--- config.mk ---
export PLATFORM = sky130hd
export DESIGN_NAME = acc_alu
export DESIGN_NICKNAME = d
export VERILOG_FILES = /design/src/rtl/acc_alu.sv
export SDC_FILE = /design/constraint.sdc
export NUM_CORES = 1
export LEC_CHECK = 0
export ABC_AREA = 1
export BUFFER_PORTS_ARGS = -buffer_cell sky130_fd_sc_hd__buf_2
export CORE_MARGIN = 3
export CORE_UTILIZATION = 31
export CTS_CLUSTER_DIAMETER = 80
export DETAILED_ROUTE_END_ITERATION = 6
export PLACE_DENSITY = 0.49
export SETUP_SLACK_MARGIN = 0.5
export SLEW_MARGIN = 10
export SYNTH_ARGS = -nofsm -noshare
export SYNTH_HDL_FRONTEND = slang
export SYNTH_SLANG_ARGS = --single-unit
--- constraint.sdc ---
create_clock -name clk -period 2.3 [get_ports clk]
set_clock_uncertainty 0.15 [all_clocks]
set_input_delay 0.115 -clock clk [delete_from_list [all_inputs] [get_ports clk]]
set_output_delay 0.115 -clock clk [all_outputs]
set_load 0.03 [all_outputs]
--- src/rtl/acc_alu.sv ---
module acc_alu (
  input  logic       clk,
  input  logic       rst_n,
  input  logic       alu_go,
  input  logic [3:0] op_sel,
  input  logic [7:0] opnd_a,
  input  logic [7:0] opnd_m,
  input  logic       cin,
  input  logic       dec_mode,
  output logic [7:0] result,
  output logic       res_wr,
  output logic [3:0] flag_nxt,
  output logic [3:0] flag_en,
  output logic [3:0] flags_q
);

  localparam logic [3:0] OP_ADD = 4'd0;
  localparam logic [3:0] OP_SUB = 4'd1;
  localparam logic [3:0] OP_AND = 4'd2;
  localparam logic [3:0] OP_OR  = 4'd3;
  localparam logic [3:0] OP_XOR = 4'd4;
  localparam logic [3:0] OP_CMP = 4'd5;
  localparam logic [3:0] OP_BIT = 4'd6;
  localparam logic [3:0] OP_ASL = 4'd7;
  localparam logic [3:0] OP_LSR = 4'd8;
  localparam logic [3:0] OP_ROL = 4'd9;
  localparam logic [3:0] OP_ROR = 4'd10;

  logic [8:0] sum9, dif9, cmp9;
  logic       v_add, v_sub;
  logic       n_f, v_f, z_f, c_f;

  assign sum9  = {1'b0, opnd_a} + {1'b0, opnd_m} + {8'd0, cin};
  assign dif9  = {1'b0, opnd_a} + {1'b0, ~opnd_m} + {8'd0, cin};
  assign cmp9  = {1'b0, opnd_a} + {1'b0, ~opnd_m} + 9'd1;
  assign v_add = (opnd_a[7] == opnd_m[7]) && (sum9[7] != opnd_a[7]);
  assign v_sub = (opnd_a[7] != opnd_m[7]) && (dif9[7] != opnd_a[7]);

  always_comb begin
    result  = opnd_a;
    res_wr  = 1'b0;
    flag_en = 4'b0000;
    n_f     = 1'b0;
    v_f     = 1'b0;
    c_f     = 1'b0;
    case (op_sel)
      OP_ADD: begin
        result = sum9[7:0]; res_wr = 1'b1; flag_en = 4'b1111;
        v_f = v_add; c_f = sum9[8];
      end
      OP_SUB: begin
        result = dif9[7:0]; res_wr = 1'b1; flag_en = 4'b1111;
        v_f = v_sub; c_f = dif9[8];
      end
      OP_AND: begin result = opnd_a & opnd_m; res_wr = 1'b1; flag_en = 4'b1010; end
      OP_OR:  begin result = opnd_a | opnd_m; res_wr = 1'b1; flag_en = 4'b1010; end
      OP_XOR: begin result = opnd_a ^ opnd_m; res_wr = 1'b1; flag_en = 4'b1010; end
      OP_CMP: begin
        result = cmp9[7:0]; flag_en = 4'b1011; c_f = cmp9[8];
      end
      OP_BIT: begin
        result = opnd_a & opnd_m; flag_en = 4'b1110;
        v_f = opnd_m[6];
      end
      OP_ASL: begin
        result = {opnd_a[6:0], 1'b0}; res_wr = 1'b1; flag_en = 4'b1011;
        c_f = opnd_a[7];
      end
      OP_LSR: begin
        result = {1'b0, opnd_a[7:1]}; res_wr = 1'b1; flag_en = 4'b1011;
        c_f = opnd_a[0];
      end
      OP_ROL: begin
        result = {opnd_a[6:0], cin}; res_wr = 1'b1; flag_en = 4'b1011;
        c_f = opnd_a[7];
      end
      OP_ROR: begin
        result = {cin, opnd_a[7:1]}; res_wr = 1'b1; flag_en = 4'b1011;
        c_f = opnd_a[0];
      end
      default: ;
    endcase
    case (op_sel)
      OP_CMP:  n_f = !cmp9[8];
      OP_BIT:  n_f = opnd_m[7];
      default: n_f = result[7];
    endcase
  end

  assign z_f      = (result == 8'd0);
  assign flag_nxt = {n_f, v_f, z_f, c_f};

  always_ff @(posedge clk) begin
    if (!rst_n) begin
      flags_q <= 4'b0000;
    end else if (alu_go) begin
      for (int i = 0; i < 4; i++)
        if (flag_en[i]) flags_q[i] <= flag_nxt[i];
    end
  end

  AST_RESET_CLEAR: assert property (@(posedge clk) !rst_n |=> flags_q == 4'b0000);
  AST_IDLE_HOLD: assert property (@(posedge clk) disable iff (!rst_n)
    !alu_go |=> flags_q == $past(flags_q));
  AST_LOGIC_KEEP_VC: assert property (@(posedge clk) disable iff (!rst_n)
    alu_go && (op_sel == OP_AND || op_sel == OP_OR || op_sel == OP_XOR)
    |=> flags_q[2] == $past(flags_q[2]) && flags_q[0] == $past(flags_q[0]));
  AST_CMP_EQUAL: assert property (@(posedge clk) disable iff (!rst_n)
    alu_go && op_sel == OP_CMP && opnd_a == opnd_m |=> flags_q[1] && flags_q[0] && !flags_q[3]);
  AST_BIT_COPY: assert property (@(posedge clk) disable iff (!rst_n)
    alu_go && op_sel == OP_BIT |=> flags_q[3:2] == $past(opnd_m[7:6]));
  AST_LSR_NCLR: assert property (@(posedge clk) disable iff (!rst_n)
    alu_go && op_sel == OP_LSR |=> !flags_q[3]);
  AST_DEC_BINARY: assert property (@(posedge clk) disable iff (!rst_n)
    alu_go && dec_mode && op_sel == OP_ADD && opnd_a == 8'h09 && opnd_m == 8'h01 && !cin
    |=> !flags_q[1] && !flags_q[0]);

endmodule

==> flow_summary.toml <==
[status]
status = "finished, violations left"
violations = "setup timing"

[cells_and_area]
area.growth.synth_to_final_pct = 70.9
reg_top3 = "flags_q x4"
mostFrequentLayoutCells = "112 x nand2_1, 81 x buf_4, 55 x inv_1, 44 x nor2_1, 40 x nand3_1"
antenna_cells = 0
layout-drive-gt1-share_pct = 44.9
top_register = "flags_q"
nNetsFinal = 645
mostFrequentLayoutCell = "nand2_1"
largest_reg_flops = 4
fin_util_pct = 54.9

[worst_setup_path]
reg2reg_from = "flags_q[1]"
worstPathRequired_ps = 2040
cp_num_buf_inv = 7
cp.depth = 18
worstPathCellList = "buf_12 > inv_16 > ha_4 > inv_2 > fa_2 > nand2_2 > inv_2 > nor2_4 > nand2_4 > nor2_4 > nand3_2 > nor2_2 > nand3_2 > buf_4 > buf_6 > a21oi_4 > o21ai_4 > buf_6"
endpoint = "flag_nxt[2]"
r2r_slack_ps = 1470
slowest_stage = "fa_2"
critPathMaxFanout = 3
critPathTopFamily = "simple AND/OR/NAND/NOR gates"
r2r_cells = 2
worstPathArrival_ps = 2410
critPathKind = "input pin to output port"
r2r_end = "flags_q[1]"
crit_start = "opnd_m[0]"
slowest_delay_ps = 390
start_kind = "input pin"
end_kind = "output port"

[global_routing]
grt-busiest-layer = "met2"
overflow = 0
grtUsageMet1_pct = 30.9
use_met3_pct = 0.724
grt_usage_pct = 21.8
antenna_found_initial = 0
grt_pass1_vias = 3171
grt_max_degree = 10
met2_usage_pct = 37.6
grt_pass1_wl_um = 15400

[clock_tree]
cts_root_buffer = "clkbuf_8"
cts_buffer_depth = 2
cts_max_level = 1
cts_sinks = 4
postCtsHoldBufs = 0
cts_tree = "done"
clkSlewWorstSetupHoldPaths_ps = 30
insertion_delay_ps = 210
cts_made_buffers = 3

[pwr]
p_seq_share_pct = 5.7
p_sw_uw = 674
peakVddDrop_v = 0.000124
p_int_uw = 681
p_clk_share_pct = 10.5
p_sw_share_pct = 49.7
combPwrFrac_pct = 83.9
p_leak_nw = 2.10
pwr_density_cell_nw_per_um2 = 338

[floorplanning]
dieArea_um2 = 8640
rows = 31
ios = 46
core_um2 = 7290
die_w_um = 93.0
die_y_um = 93.0
start_util_pct = 32.2

[synth]
synth_seq_area_share_pct = 3.42
ys_ff_latch = 4
synthCells = 451
synth_area_um2 = 2340
ys_types = 34
yosysTopAreaCellShare_pct = 21.9
yosysWarnings = 0
synthTopCellsByArea = "nand2_1 22%, ha_1 14%, inv_1 12%"
yosys.area.top_type = "nand2_1"
syn_nets = 506
syn_avg_cell_area_um2 = 5.20

[timing]
fmax_mhz = 374
fin_tns_setup_ps = -2990
tightest_slew_ps = 381
finalHoldViolCount = 0
finalSetupViolCount = 13
fin_crit_sh_pct = 116
slew_headroom_pct = 74.5
slew_viol_final = 0
fin_crit_ps = 2670
worst_slack_ps = -371
rsz0062_at_grt = "yes"

[routing]
detail_route.wl_per_cell_um = 14.0
num_vias = 3310
drc = 0
ant_nets = 0
first_pass_iters = 5
drt_iter0_drc = 200
viasPerCell = 4.82
wl_um = 9600

[placed_design]
io_buffer_count = 44
pre_cts_ws_ps = -505
dp_hpwl_um = 7640
place_congestion = 0.922

[flow_run]
maxCapViolCount = 0

[worst_hold_path]
hold_class = "input pin to flop"
-- repair_timing --
item / CTS / global route
setup buffers: 13 / 10
cloned: 0 / 0
endpoints found under the setup margin: 16 / 17
pin swaps: 64 / 41
gates resized for setup: 113 / 27
-- routing by layer --
layer | wire length [um] | up-vias
met5 | 0 | -
li1 | - | 1688
met1 | 4590 | 1501
met4 | 80 | 0
met2 | 4450 | 109
met3 | 474 | 12
-- power groups by stage --
stage	clock [mW]	combinational, mW	sequential, mW
after CTS	0.144	1.06	0.0768
after global placement	0	0.866	0.0776
after detailed placement	0	0.867	0.0777
after floorplan	0	0.521	0.0879
final	0.142	1.14	0.0768
after global routing	0.153	1.23	0.0773
-- logic make-up after synthesis --
| logic type | after synthesis | share of synthesized area [%] |
|---|---|---|
| AO/OA/AOI/OAI | 45 | 10.6 |
| flip-flops | 4 | 3.42 |
| buffers and inverters | 93 | 16.8 |
| XOR/XNOR | 2 | 0.747 |
| AND/OR/NAND/NOR | 277 | 51.4 |
| adder cells (fa/ha/maj) | 30 | 17.0 |
-- worst min-delay path by stage --
| stage | end | cells past startpoint | startpoint |
|---|---|---|---|
| after floorplan | flags_q[0] | 2 | rst_n |
| after global placement | flags_q[0] | 3 | rst_n |
| after detailed placement | flags_q[0] | 3 | rst_n |
| after CTS | flags_q[0] | 3 | rst_n |
| after global routing | flags_q[0] | 3 | rst_n |
| final | flags_q[0] | 3 | rst_n |
-- worst register-to-register path, stage by stage (launching register included) --
cell     delay, ps
dfxtp_1        290
o21ai_0        220
a21oi_2         40
-- final cells by class --
class	count	area, um2
Inverter	82	335
Fill cell	742	3290
Tap cell	99	124
Multi-Input combinational cell	354	2270
Timing Repair Buffer	145	1160
Sequential cell	4	80.1
Clock buffer	3	41.3
-- stage by stage --
step                instances  instance area (um2)  hold WS, ps  total power, mW
floorplan                 451                 2470          107            0.609
global placement          661                 3300          241            0.944
detailed placement        661                 3300          250            0.945
CTS                       677                 3840         34.7             1.28
global route              687                 4010         61.3             1.46
finish                    687                 4010         32.1             1.36
-- synthesized netlist by cell type, drive strengths merged --
cell	number
inv	81
xor2	1
fa	3
xnor2	1
nor2	62
a21boi	1
o31a	1
or2	2
nand3b	1
dfxtp	4
o21bai	1
o221ai	1
a31oi	2
nor4	1
nand4	8
o21ai	16
o22ai	2
nor3	3
clkinv	1
ha	27
a211oi	1
nand2	143
buf	11
nand3	57
a21oi	20
Power figures use the tool's default switching activity.
